[src/rtl/flc_dec_pkg.sv]
package flc_dec_pkg;
  localparam int MAX_PAIRS = 10;
  localparam int ARR_AW    = 19;
  localparam int IDX_W     = $clog2(MAX_PAIRS);

  typedef struct packed {
    logic even;
    logic odd;
    logic steer;
  } lane_need_t;
endpackage

[src/rtl/flc_lane_dec.sv]
module flc_lane_dec
  import flc_dec_pkg::*;
(
  input  logic       ce1_ni,
  input  logic       ce2_ni,
  input  logic       a0_i,
  output lane_need_t need_o
);
  always_comb begin
    need_o.even  = !ce1_ni && (!ce2_ni || !a0_i);
    need_o.odd   = !ce2_ni || (!ce1_ni && a0_i);
    need_o.steer = !ce1_ni && ce2_ni && a0_i;
  end
endmodule

[src/rtl/flc_pair_dec.sv]
module flc_pair_dec
  import flc_dec_pkg::*;
#(
  parameter int NUM_PAIRS = 3
) (
  input  logic [IDX_W-1:0]     field_i,
  input  logic                 en_i,
  output logic [NUM_PAIRS-1:0] sel_o,
  output logic                 populated_o
);
  localparam int WRAP_LOG = $clog2(NUM_PAIRS);
  localparam logic [IDX_W-1:0] WRAP_MASK = IDX_W'((1 << WRAP_LOG) - 1);

  logic [IDX_W-1:0] idx;
  assign idx         = field_i & WRAP_MASK;
  assign populated_o = int'(idx) < NUM_PAIRS;

  for (genvar p = 0; p < NUM_PAIRS; p++) begin : g_pair
    assign sel_o[p] = en_i && (idx == IDX_W'(p));
  end
endmodule

[src/rtl/flc_dec.sv]
module flc_dec
  import flc_dec_pkg::*;
#(
  parameter int NUM_PAIRS = 3,
  parameter int ADDR_W    = 26
) (
  input  logic                 clk_i,
  input  logic                 rst_ni,
  input  logic [ADDR_W-1:0]    addr_i,
  input  logic                 ce1_ni,
  input  logic                 ce2_ni,
  input  logic                 oe_ni,
  input  logic                 we_ni,
  input  logic                 reg_ni,
  input  logic                 wp_i,
  output logic [NUM_PAIRS-1:0] cs_lo_no,
  output logic [NUM_PAIRS-1:0] cs_hi_no,
  output logic [ARR_AW-1:0]    arr_addr_o,
  output logic                 attr_cs_no,
  output logic                 rd_no,
  output logic                 wr_no,
  output logic                 lane_lo_oe_o,
  output logic                 lane_hi_oe_o,
  output logic                 steer_odd_o,
  output logic                 fill_lo_o,
  output logic                 fill_hi_o,
  output logic                 wait_no
);
  localparam int FIELD_LSB = ARR_AW + 1;
  localparam int USED_TOP  = FIELD_LSB + IDX_W;

  logic unused_hi_addr;
  assign unused_hi_addr = ^addr_i[ADDR_W-1:USED_TOP];

  lane_need_t need;
  logic rd_cyc, wr_cyc, act, flash, any_lane, populated;
  logic [NUM_PAIRS-1:0] pair_sel;

  flc_lane_dec u_lane (
    .ce1_ni(ce1_ni),
    .ce2_ni(ce2_ni),
    .a0_i  (addr_i[0]),
    .need_o(need)
  );

  assign rd_cyc   = !oe_ni && we_ni;
  assign wr_cyc   = oe_ni && !we_ni;
  assign act      = rd_cyc || wr_cyc;
  assign flash    = reg_ni;
  assign any_lane = need.even || need.odd;

  flc_pair_dec #(.NUM_PAIRS(NUM_PAIRS)) u_pair (
    .field_i    (addr_i[FIELD_LSB +: IDX_W]),
    .en_i       (flash && act),
    .sel_o      (pair_sel),
    .populated_o(populated)
  );

  logic [NUM_PAIRS-1:0] cs_lo_d, cs_hi_d;
  logic attr_d, rd_d, wr_d, lo_oe_d, hi_oe_d, fill_lo_d, fill_hi_d;

  always_comb begin
    cs_lo_d   = ~(pair_sel & {NUM_PAIRS{need.even}});
    cs_hi_d   = ~(pair_sel & {NUM_PAIRS{need.odd}});
    attr_d    = !(!flash && act && need.even);
    rd_d      = !(rd_cyc && any_lane);
    wr_d      = !(wr_cyc && any_lane && !(flash && wp_i));
    lo_oe_d   = rd_cyc && !ce1_ni;
    hi_oe_d   = rd_cyc && !ce2_ni;
    // flash: unpopulated hole; attribute: odd positions not valid
    fill_lo_d = lo_oe_d && (flash ? !populated : need.steer);
    fill_hi_d = hi_oe_d && (flash ? !populated : 1'b1);
  end

  always_ff @(posedge clk_i or negedge rst_ni) begin
    if (!rst_ni) begin
      cs_lo_no     <= '1;
      cs_hi_no     <= '1;
      arr_addr_o   <= '0;
      attr_cs_no   <= 1'b1;
      rd_no        <= 1'b1;
      wr_no        <= 1'b1;
      lane_lo_oe_o <= 1'b0;
      lane_hi_oe_o <= 1'b0;
      steer_odd_o  <= 1'b0;
      fill_lo_o    <= 1'b0;
      fill_hi_o    <= 1'b0;
    end else begin
      cs_lo_no     <= cs_lo_d;
      cs_hi_no     <= cs_hi_d;
      arr_addr_o   <= addr_i[1 +: ARR_AW];
      attr_cs_no   <= attr_d;
      rd_no        <= rd_d;
      wr_no        <= wr_d;
      lane_lo_oe_o <= lo_oe_d;
      lane_hi_oe_o <= hi_oe_d;
      steer_odd_o  <= need.steer;
      fill_lo_o    <= fill_lo_d;
      fill_hi_o    <= fill_hi_d;
    end
  end

  assign wait_no = 1'b1;
endmodule

[config.mk]
export PLATFORM = sky130hd
export DESIGN_NAME = flc_dec
export DESIGN_NICKNAME = d
export VERILOG_FILES = /design/src/rtl/flc_dec_pkg.sv /design/src/rtl/flc_lane_dec.sv /design/src/rtl/flc_pair_dec.sv /design/src/rtl/flc_dec.sv
export SDC_FILE = /design/constraint.sdc
export NUM_CORES = 1
export LEC_CHECK = 0
export ABC_AREA = 0
export ABC_CLOCK_PERIOD_IN_PS = 800
export BUFFER_PORTS_ARGS = -buffer_cell sky130_fd_sc_hd__buf_2
export CAP_MARGIN = 40
export CORE_MARGIN = 10
export CORE_UTILIZATION = 40
export DETAILED_ROUTE_END_ITERATION = 6
export PLACE_DENSITY = 0.76
export SYNTH_ARGS = -nofsm -noshare
export SYNTH_HDL_FRONTEND = slang
export SYNTH_SLANG_ARGS = --single-unit
[constraint.sdc]
create_clock -name clk_i -period 0.8 [get_ports clk_i]
set_input_delay 0.24 -clock clk_i [delete_from_list [all_inputs] [get_ports clk_i]]
set_output_delay 0.24 -clock clk_i [all_outputs]
set_load 0.05 [all_outputs]
==> results of run 1 <==
through the flow:
| stage | utilization | cells | area, um2 | hold WS [ns] | setup slack (ns) |
|---|---|---|---|---|---|
| 2_1_floorplan | - | 64 | 1100 | -0.0556 | -0.0955 |
| 3_3_place_gp | 0.596 | 160 | 1490 | 0.111 | -0.248 |
| 3_5_place_dp | 0.596 | 160 | 1490 | 0.106 | -0.277 |
| 4_1_cts | 0.738 | 174 | 1850 | 0.00176 | -0.471 |
| 5_1_grt | 0.770 | 182 | 1930 | 0.0176 | -0.487 |
| 6_report | 0.770 | 182 | 1930 | 0.0401 | -0.446 |
cell type report:
| class | count | share of cell area |
|---|---|---|
| clock inverters | 1 | 0.00195 |
| clock buffers | 6 | 0.0214 |
| repair buffers | 82 | 0.390 |
| inverters | 3 | 0.00715 |
| flip-flops and latches | 33 | 0.450 |
| multi-input cells | 27 | 0.110 |
| well taps | 30 | 0.0195 |
timing repair:
action,4_1_cts,5_1_grt
resized for setup,75,0
hold buffers,7,8
setup buffers,0,0
endpoints found under the setup margin,33,33
hold endpoints to repair,23,8
metal layers:
| layer | share of wire | up-vias | track usage | wire [um] |
|---|---|---|---|---|
| met5 | 0 | - | 0 | 0 |
| met4 | 0.0085 | 0 | 0.0387 | 25 |
| met3 | 0.11 | 4 | 0.0758 | 324 |
| met2 | 0.50 | 46 | 0.204 | 1470 |
| met1 | 0.38 | 369 | 0.116 | 1120 |
| li1 | - | 382 | - | - |
power breakdown:
part           total [mW]  leakage [nW]  internal, mW  switching, mW
combinational       0.738         0.506         0.309          0.429
sequential           1.80         0.357          1.76         0.0378
clock               0.778        0.0258         0.318          0.460
cell families (layout without fill, tap and decap cells):
family                     after synthesis  count (layout)  synth area share
and+or+nand+nor                         17              17             0.117
AOI/OAI and AO/OA                        7               7            0.0439
buffers and inverters                    4              92            0.0178
DFF                                     33              33             0.794
adders and majority gates                2               2            0.0237
other                                    1               1           0.00356
worst paths after layout:
check	startpoint	to	slack, ns	cells past startpoint
min in group asynchronous	rst_ni	steer_odd_o	0.31	2
worst min-delay path	addr_i[7]	arr_addr_o[6]	0.04	1
worst max-delay path	rd_no	rd_no	-0.45	1
max in group asynchronous	rst_ni	attr_cs_no	0.06	3
layout by cell type, fill, tap and decap left out, types with 2 or more instances in the layout:
cell type / instances
and4bb_1: 2
buf_2: 29
buf_4: 4
buf_6: 24
buf_8: 9
clkbuf_4: 5
dfrtp_2: 24
dfstp_2: 9
dlygate4sd3_1: 15
inv_1: 2
nand2_1: 6
nor2_1: 2
nor2b_2: 3
==> results.py, run 1 <==
metrics = {
    "run": {
        "max_cap_viol_count": 0,
    },
    "layout": {
        "syn_to_final_growth_pct": 82.6,
        "largest_register": "arr_addr_o",
        "layout-drive-gt1-share": 0.737,
        "multi_input_area_um2": 211,
        "fill_cells": 155,
        "reg_top3": "arr_addr_o x19, cs_hi_no x3, cs_lo_no x3",
        "antenna-diode-count": 0,
        "num-nets-final": 188,
        "largest_reg_flops": 19,
        "regArea_um2": 867,
    },
    "grt": {
        "track_usage": 0.120,
        "grt_pass1_wl_um": 4750,
        "grt_antenna_before_repair": 0,
        "grt_max_degree": 14,
        "grt_overflow": 0,
        "grt_pass1_vias": 938,
    },
    "cts": {
        "clkSinkCount": 33,
        "cts_tree": "built",
        "cts_inserted_buffers": 5,
        "cts_htree_levels": 2,
        "clk_pin_slew_ns": 0.09,
        "cts_root_buf": "clkbuf_4",
        "clockBufferDepth": 2,
    },
    "worst_setup_path": {
        "worstPathRequired_ns": 0.56,
        "slowest_stage": "dfstp_2",
        "crit_type": "reg -> out",
        "worst-path-buf-inv": 1,
        "crit_chain": "buf_8",
        "cp_max_fo": 1,
        "slowest_delay_ns": 0.55,
        "cp_top_family": "flip-flops",
        "critPathCaptureType": "output pin",
        "crit_arrival_ns": 1.01,
        "startpoint_type": "flip-flop",
    },
    "yosys": {
        "ys_seq_area_frac": 0.794,
        "synthMostInstantiatedCell": "dfrtp_1",
        "synth_flop_cell": "dfrtp_1",
        "ys_top_cells_by_count": "dfrtp_1, dfstp_2, nand2_1",
        "synth_area_leaders": "dfrtp_1, dfstp_2, nor2b_2",
        "synthCells": 64,
        "synth_fp_nets": 100,
        "ys_ff_latch": 33,
        "syn-cell-area_mm2": 0.00105,
        "synthArstFlopShare": 1.00,
        "netlist-cell-type-count": 21,
        "synth_top_area_cell": "dfrtp_1",
        "yosys_warnings": 0,
        "synth.avg_cell_area_um2": 16.5,
        "synth_top_area_share": 0.569,
        "synth_edf_count": 0,
    },
    "die": {
        "ios": 68,
        "start_util": 0.422,
        "die_y_um": 71.4,
        "core_area_mm2": 0.00250,
        "die_w_um": 71.4,
        "dieArea_mm2": 0.00509,
        "row_count": 18,
    },
    "hold_path": {
        "hp-class": "in -> reg",
    },
    "route": {
        "drt-pass1-iter-count": 4,
        "drc": 0,
        "vias": 801,
        "drtAntennaViolNets": 0,
        "wl_per_cell_um": 16.2,
        "viasPerCell": 4.40,
        "wl_um": 2940,
        "drtIter0Drc": 45,
    },
    "placement": {
        "place.gp.congestion": 0.734,
        "detailed_place_hpwl_um": 2190,
        "numPortBuffers": 62,
    },
    "pwr": {
        "finalPower_mw": 3.31,
        "vdd_drop_max_v": 0.00123,
        "p_per_area_mw_per_mm2": 1720,
        "cellLeakagePower_nw": 0.889,
    },
    "run_status": {
        "violations": "setup timing",
        "run_status": "finished with violations",
    },
    "sta": {
        "fmax_mhz": 803,
        "setup_viol": 33,
        "timing.final.ws_setup_ns": -0.446,
        "hold_viol_final": 0,
        "period_minus_slack_ns": 1.25,
        "rsz0062_at_grt": "yes",
        "setup_tns_ns": -11.36,
        "maxSlewViolCount": 0,
        "period_share": 1.56,
    },
}
(Power assumes the default switching activity.)
==> run 2: changes to the inputs <==
- ABC_AREA: 0 -> 1
- PLACE_DENSITY: 0.76 -> 0.77
==> run 2 against run 1 <==
The run still ends with setup timing left. Utilization fell by 4.1 points. Count of clock-buffer cells in the layout is 2 higher. Fmax increased by 0.58%. Sequential cell count unchanged. Sequential power about the same. First-iteration DRC count is 44% lower. Critical path depth unchanged. Setup slack better by 0.0071 ns. Sequential share of layout area grew 3.4 points. Global-route usage decreased by 1.5 points. Critical endpoint is now cs_hi_no[1].
==> results.py, run 2 <==
metrics = {
    "layout": {
        "num-nets-final": 187,
        "layout.cells.non_filler": 182,
        "fin_area_mm2": 0.00179,
        "syn_to_final_growth_pct": 74.6,
        "antenna-diode-count": 0,
        "reg_top3": "arr_addr_o x19, cs_hi_no x3, cs_lo_no x3",
        "finish.utilization": 0.729,
        "layout.cells.most_common": "buf_2",
        "layout-drive-gt1-share": 0.743,
        "largest_reg_flops": 19,
        "layout_common_cells": "buf_2, dfrtp_2, buf_6",
        "largest_register": "arr_addr_o",
    },
    "yosys": {
        "synth.avg_cell_area_um2": 13.7,
        "synth_top_area_cell": "dfrtp_1",
        "synth_top_area_share": 0.586,
        "synthArstFlopShare": 1.00,
        "ys_ff_latch": 33,
        "ys_seq_area_frac": 0.817,
        "synth_edf_count": 0,
        "synth_area_leaders": "dfrtp_1, dfstp_2, nand2_1",
        "synth_fp_nets": 111,
        "syn-cell-area_mm2": 0.00102,
        "synthMostInstantiatedCell": "dfrtp_1",
        "synthCells": 75,
        "synth_flop_cell": "dfrtp_1",
        "netlist-cell-type-count": 13,
        "yosys_warnings": 0,
        "ys_top_cells_by_count": "dfrtp_1, nand2_1, dfstp_2",
    },
    "cts": {
        "clockBufferDepth": 2,
        "cts_htree_levels": 2,
        "cts_tree": "built",
        "clkSinkCount": 33,
        "cts_inserted_buffers": 5,
        "cts_setup_buffers": 0,
        "clk_pin_slew_ns": 0.08,
        "cts_root_buf": "clkbuf_4",
    },
    "die": {
        "die_y_um": 70.6,
        "start_util": 0.417,
        "ios": 68,
        "dieArea_mm2": 0.00499,
        "die_w_um": 70.6,
        "core_area_mm2": 0.00245,
        "row_count": 18,
    },
    "grt": {
        "grt_overflow": 0,
        "grt_pass1_vias": 887,
        "grt_max_degree": 34,
        "grt_antenna_before_repair": 0,
        "track_usage": 0.105,
        "grt_pass1_wl_um": 4210,
    },
    "route": {
        "viasPerCell": 4.23,
        "wl_um": 2420,
        "wl_per_cell_um": 13.3,
        "drc": 0,
        "drt-pass1-iter-count": 2,
        "drtAntennaViolNets": 0,
        "vias": 769,
        "drtIter0Drc": 25,
    },
    "sta": {
        "period_minus_slack_ns": 1.24,
        "hold_viol_final": 0,
        "fmax_mhz": 807,
        "rsz0062_at_grt": "yes",
        "maxSlewViolCount": 0,
        "period_share": 1.55,
        "setup_viol": 33,
        "setup_tns_ns": -11.15,
        "whs_ns": 0.0297,
        "timing.final.ws_setup_ns": -0.439,
    },
    "worst_setup_path": {
        "worstPathRequired_ns": 0.56,
        "critPathCaptureType": "output pin",
        "crit_type": "reg -> out",
        "crit_chain": "buf_8",
        "crit_arrival_ns": 1.00,
        "startpoint_type": "flip-flop",
        "cp_top_family": "flip-flops",
        "cp_max_fo": 1,
        "slowest_stage": "dfstp_2",
        "worst-path-buf-inv": 1,
        "slowest_delay_ns": 0.55,
    },
    "pwr": {
        "finalPower_mw": 3.27,
        "cellLeakagePower_nw": 0.854,
        "clock_power_share": 0.246,
        "seq_power_share": 0.549,
        "switchingPower_mw": 0.902,
        "p_int_mw": 2.37,
        "switching_share": 0.276,
        "p_per_area_mw_per_mm2": 1830,
        "combPwrFrac": 0.206,
        "vdd_drop_max_v": 0.00154,
    },
    "run_status": {
        "run_status": "finished with violations",
        "violations": "setup timing",
    },
    "placement": {
        "detailed_place_hpwl_um": 2000,
        "pre_cts_ws_ns": -0.197,
        "place_inst": 171,
        "dpl_cell_area_mm2": 0.00147,
        "numPortBuffers": 62,
        "place.gp.congestion": 0.703,
    },
    "run": {
        "max_cap_viol_count": 0,
    },
    "hold_path": {
        "hp-class": "in -> reg",
    },
}
[run 2: cell count changes after synthesis, moves of 2 or more]
cell	delta
nand2_1	+12
nor2b_2	-3
inv_1	+4
and4bb_1	-2
nor2_1	+6
[run 2: path summary, 6_finish.rpt]
path                             start             end  slack [ns]  cells past startpoint
worst max-delay path       cs_hi_no[1]     cs_hi_no[1]       -0.44                      1
worst min-delay path        addr_i[11]  arr_addr_o[10]        0.03                      1
max in group asynchronous       rst_ni           wr_no        0.15                      3
min in group asynchronous       rst_ni     steer_odd_o        0.41                      3
[run 2: final cells by class]
type                    instances  area, um2
flip-flops and latches         33        867
fillers                       184        666
repair buffers                 70        631
multi-input cells              34        176
clock buffers                   8       48.8
well taps                      30       37.5
inverters                       7       28.8
[run 2: cells by family (layout without fill, tap and decap cells)]
| group | Yosys count | count (layout) | share of synthesized area |
|---|---|---|---|
| other | 1 | 1 | 0.00366 |
| AO/OA/AOI/OAI | 2 | 2 | 0.00976 |
| buffers and inverters | 8 | 85 | 0.0330 |
| AND/OR/NAND/NOR | 29 | 29 | 0.112 |
| flip-flops | 33 | 33 | 0.817 |
| adder cells (fa/ha/maj) | 2 | 2 | 0.0244 |
[run 2: power by group through the flow]
stage / logic, mW / clock network, mW / registers (mW)
CTS: 0.674 / 0.860 / 1.80
global route: 0.715 / 0.940 / 1.80
detailed placement: 0.572 / 0 / 1.81
global placement: 0.561 / 0 / 1.80
finish: 0.671 / 0.802 / 1.79
floorplan: 0.0795 / 0 / 2.07
[run 2: what timing repair did]
action,in CTS,in global routing
endpoints found under the hold margin,24,2
setup endpoints to repair,33,33
resized for setup,75,0
pin swaps,0,0
hold buffers,1,2
[run 2: per-layer routing]
layer / track usage / up-vias / wire [um]
li1: - / 375 / -
met1: 0.106 / 355 / 822
met2: 0.178 / 35 / 1310
met3: 0.0642 / 4 / 259
met4: 0.0323 / 0 / 28
met5: 0 / - / 0
==> run 3: changes to the inputs <==
==> constraint.sdc (replaced) <==
create_clock -name clk_i -period 0.8 [get_ports clk_i]
set_input_delay 0.04 -clock clk_i [delete_from_list [all_inputs] [get_ports clk_i]]
set_output_delay 0.04 -clock clk_i [all_outputs]
set_load 0.05 [all_outputs]
==> run 3 against run 2 <==
The run still ends with setup timing left. Cell count grew 13%. Count of clock-buffer cells in the layout did not move. Total power rose by 7.1%. Utilization up 8.4 points. First-iteration DRC count down 24%. Setup slack gained 0.16 ns. Fmax increased by 15%. Non-clock buffer count increased by 24. Die area is the same. Hold slack worse by 0.012 ns. Via count up 16%. Largest cell class is now non-clock buffers. Sequential cell count unchanged.
==> results.py, run 3 (synthesized netlist as in run 2, its figures left out) <==
metrics = {
    "run_status": {
        "run_status": "finished with violations",
        "violations": "setup timing",
    },
    "placement": {
        "place_inst": 169,
        "dpl_cell_area_mm2": 0.00139,
        "detailed_place_hpwl_um": 2160,
        "numPortBuffers": 62,
        "place.gp.congestion": 0.732,
    },
    "cts": {
        "cts_htree_levels": 2,
        "cts_inserted_buffers": 5,
        "clk_pin_slew_ns": 0.10,
        "clkSinkCount": 33,
        "clockBufferDepth": 2,
        "cts_tree": "built",
        "cts_root_buf": "clkbuf_4",
    },
    "worst_setup_path": {
        "critPathCaptureType": "output pin",
        "crit_arrival_ns": 1.04,
        "crit_type": "reg -> out",
        "cp_top_family": "flip-flops",
        "worst-path-buf-inv": 1,
        "startpoint_type": "flip-flop",
        "slowest_stage": "dfstp_2",
        "slowest_delay_ns": 0.56,
        "crit_chain": "buf_8",
        "worstPathRequired_ns": 0.76,
        "cp.depth": 1,
        "cp_max_fo": 1,
    },
    "route": {
        "wl_met2_um": 1780,
        "drtIter0Drc": 19,
        "vias": 889,
        "highest_layer": "met4",
        "wl_per_cell_um": 15.7,
        "wl_met1_um": 1020,
        "drtAntennaViolNets": 0,
        "wl_um": 3230,
        "drt-pass1-iter-count": 4,
        "wl_met3_um": 343,
        "viasPerCell": 4.32,
        "drc": 0,
    },
    "sta": {
        "maxSlewViolCount": 0,
        "setup_viol": 35,
        "fmax_mhz": 927,
        "hold_viol_final": 0,
        "timing.final.ws_setup_ns": -0.278,
        "whs_ns": 0.0176,
        "period_minus_slack_ns": 1.08,
        "period_share": 1.35,
        "rsz0062_at_grt": "yes",
    },
    "layout": {
        "fin_area_mm2": 0.00200,
        "layout.cells.non_filler": 206,
        "fill_cells": 138,
        "syn_to_final_growth_pct": 94.7,
        "largest_register": "arr_addr_o",
        "layout.cells.most_common": "buf_2",
        "num-nets-final": 211,
        "layout_common_cells": "buf_2, dlygate4sd3_1, dfrtp_1, buf_6, nand2_1",
        "finish.utilization": 0.813,
        "multi_input_area_um2": 170,
        "layout-drive-gt1-share": 0.477,
        "reg_top3": "arr_addr_o x19, cs_hi_no x3, cs_lo_no x3",
        "regArea_um2": 837,
        "largest_reg_flops": 19,
        "antenna-diode-count": 0,
    },
    "die": {
        "start_util": 0.417,
        "ios": 68,
        "row_count": 18,
        "die_y_um": 70.6,
        "core_area_mm2": 0.00245,
        "die_w_um": 70.6,
        "dieArea_mm2": 0.00499,
    },
    "pwr": {
        "cellLeakagePower_nw": 0.994,
        "clock_power_share": 0.272,
        "p_int_mw": 2.51,
        "seq_power_share": 0.510,
        "p_per_area_mw_per_mm2": 1750,
        "vdd_drop_max_v": 0.00157,
        "switching_share": 0.284,
        "switchingPower_mw": 0.994,
        "finalPower_mw": 3.50,
        "combPwrFrac": 0.218,
    },
    "run": {
        "max_cap_viol_count": 0,
    },
    "grt": {
        "track_usage": 0.133,
        "grt_pass1_vias": 1035,
        "grt_antenna_before_repair": 0,
        "grt_max_degree": 18,
        "grt_pass1_wl_um": 5180,
        "grt_overflow": 0,
    },
    "hold_path": {
        "worstHoldPathCells": 3,
        "hp-class": "in -> reg",
    },
}
-- run 3: stage by stage --
stage	worst slack [ns]	TNS, ns
floorplan	0.0740	0
global placement	-0.0760	-0.422
detailed placement	-0.114	-0.624
CTS	-0.291	-5.66
global route	-0.322	-6.58
finish	-0.278	-5.06
-- run 3: worst paths after layout --
check / slack, ns / from / to
min in group asynchronous: 0.13 / rst_ni / arr_addr_o[0]
worst min-delay path: 0.02 / ce2_ni / cs_lo_no[0]
max in group asynchronous: 0.19 / rst_ni / arr_addr_o[10]
worst max-delay path: -0.28 / attr_cs_no / attr_cs_no
-- run 3: final cells by class --
cell class	instances	share of cell area
inverter	7	0.0132
timing repair buffer	94	0.434
sequential	33	0.419
tap	30	0.0188
clock buffer	8	0.0295
multi-input combinational	34	0.0853
-- run 3: timing repair --
item                                    4_1_cts  5_1_grt
pin swaps                                     0        0
hold buffers                                 28        3
resized for setup                            75        5
buffers inserted                              0        0
hold endpoints to repair                     63        4
endpoints found under the setup margin       33       39
-- run 3: power by group through the flow --
stage	combinational, mW	clock (mW)	sequential [mW]
after floorplan	0.0659	0	2.06
after global placement	0.531	0	1.79
after detailed placement	0.542	0	1.80
after CTS	0.746	0.988	1.79
after global routing	0.809	1.08	1.79
final	0.763	0.952	1.79
-- run 3: per-layer routing --
metal | up-vias | track usage
li1 | 421 | -
met1 | 411 | 0.123
met2 | 47 | 0.232
met3 | 10 | 0.0697
met4 | 0 | 0.0688
met5 | - | 0
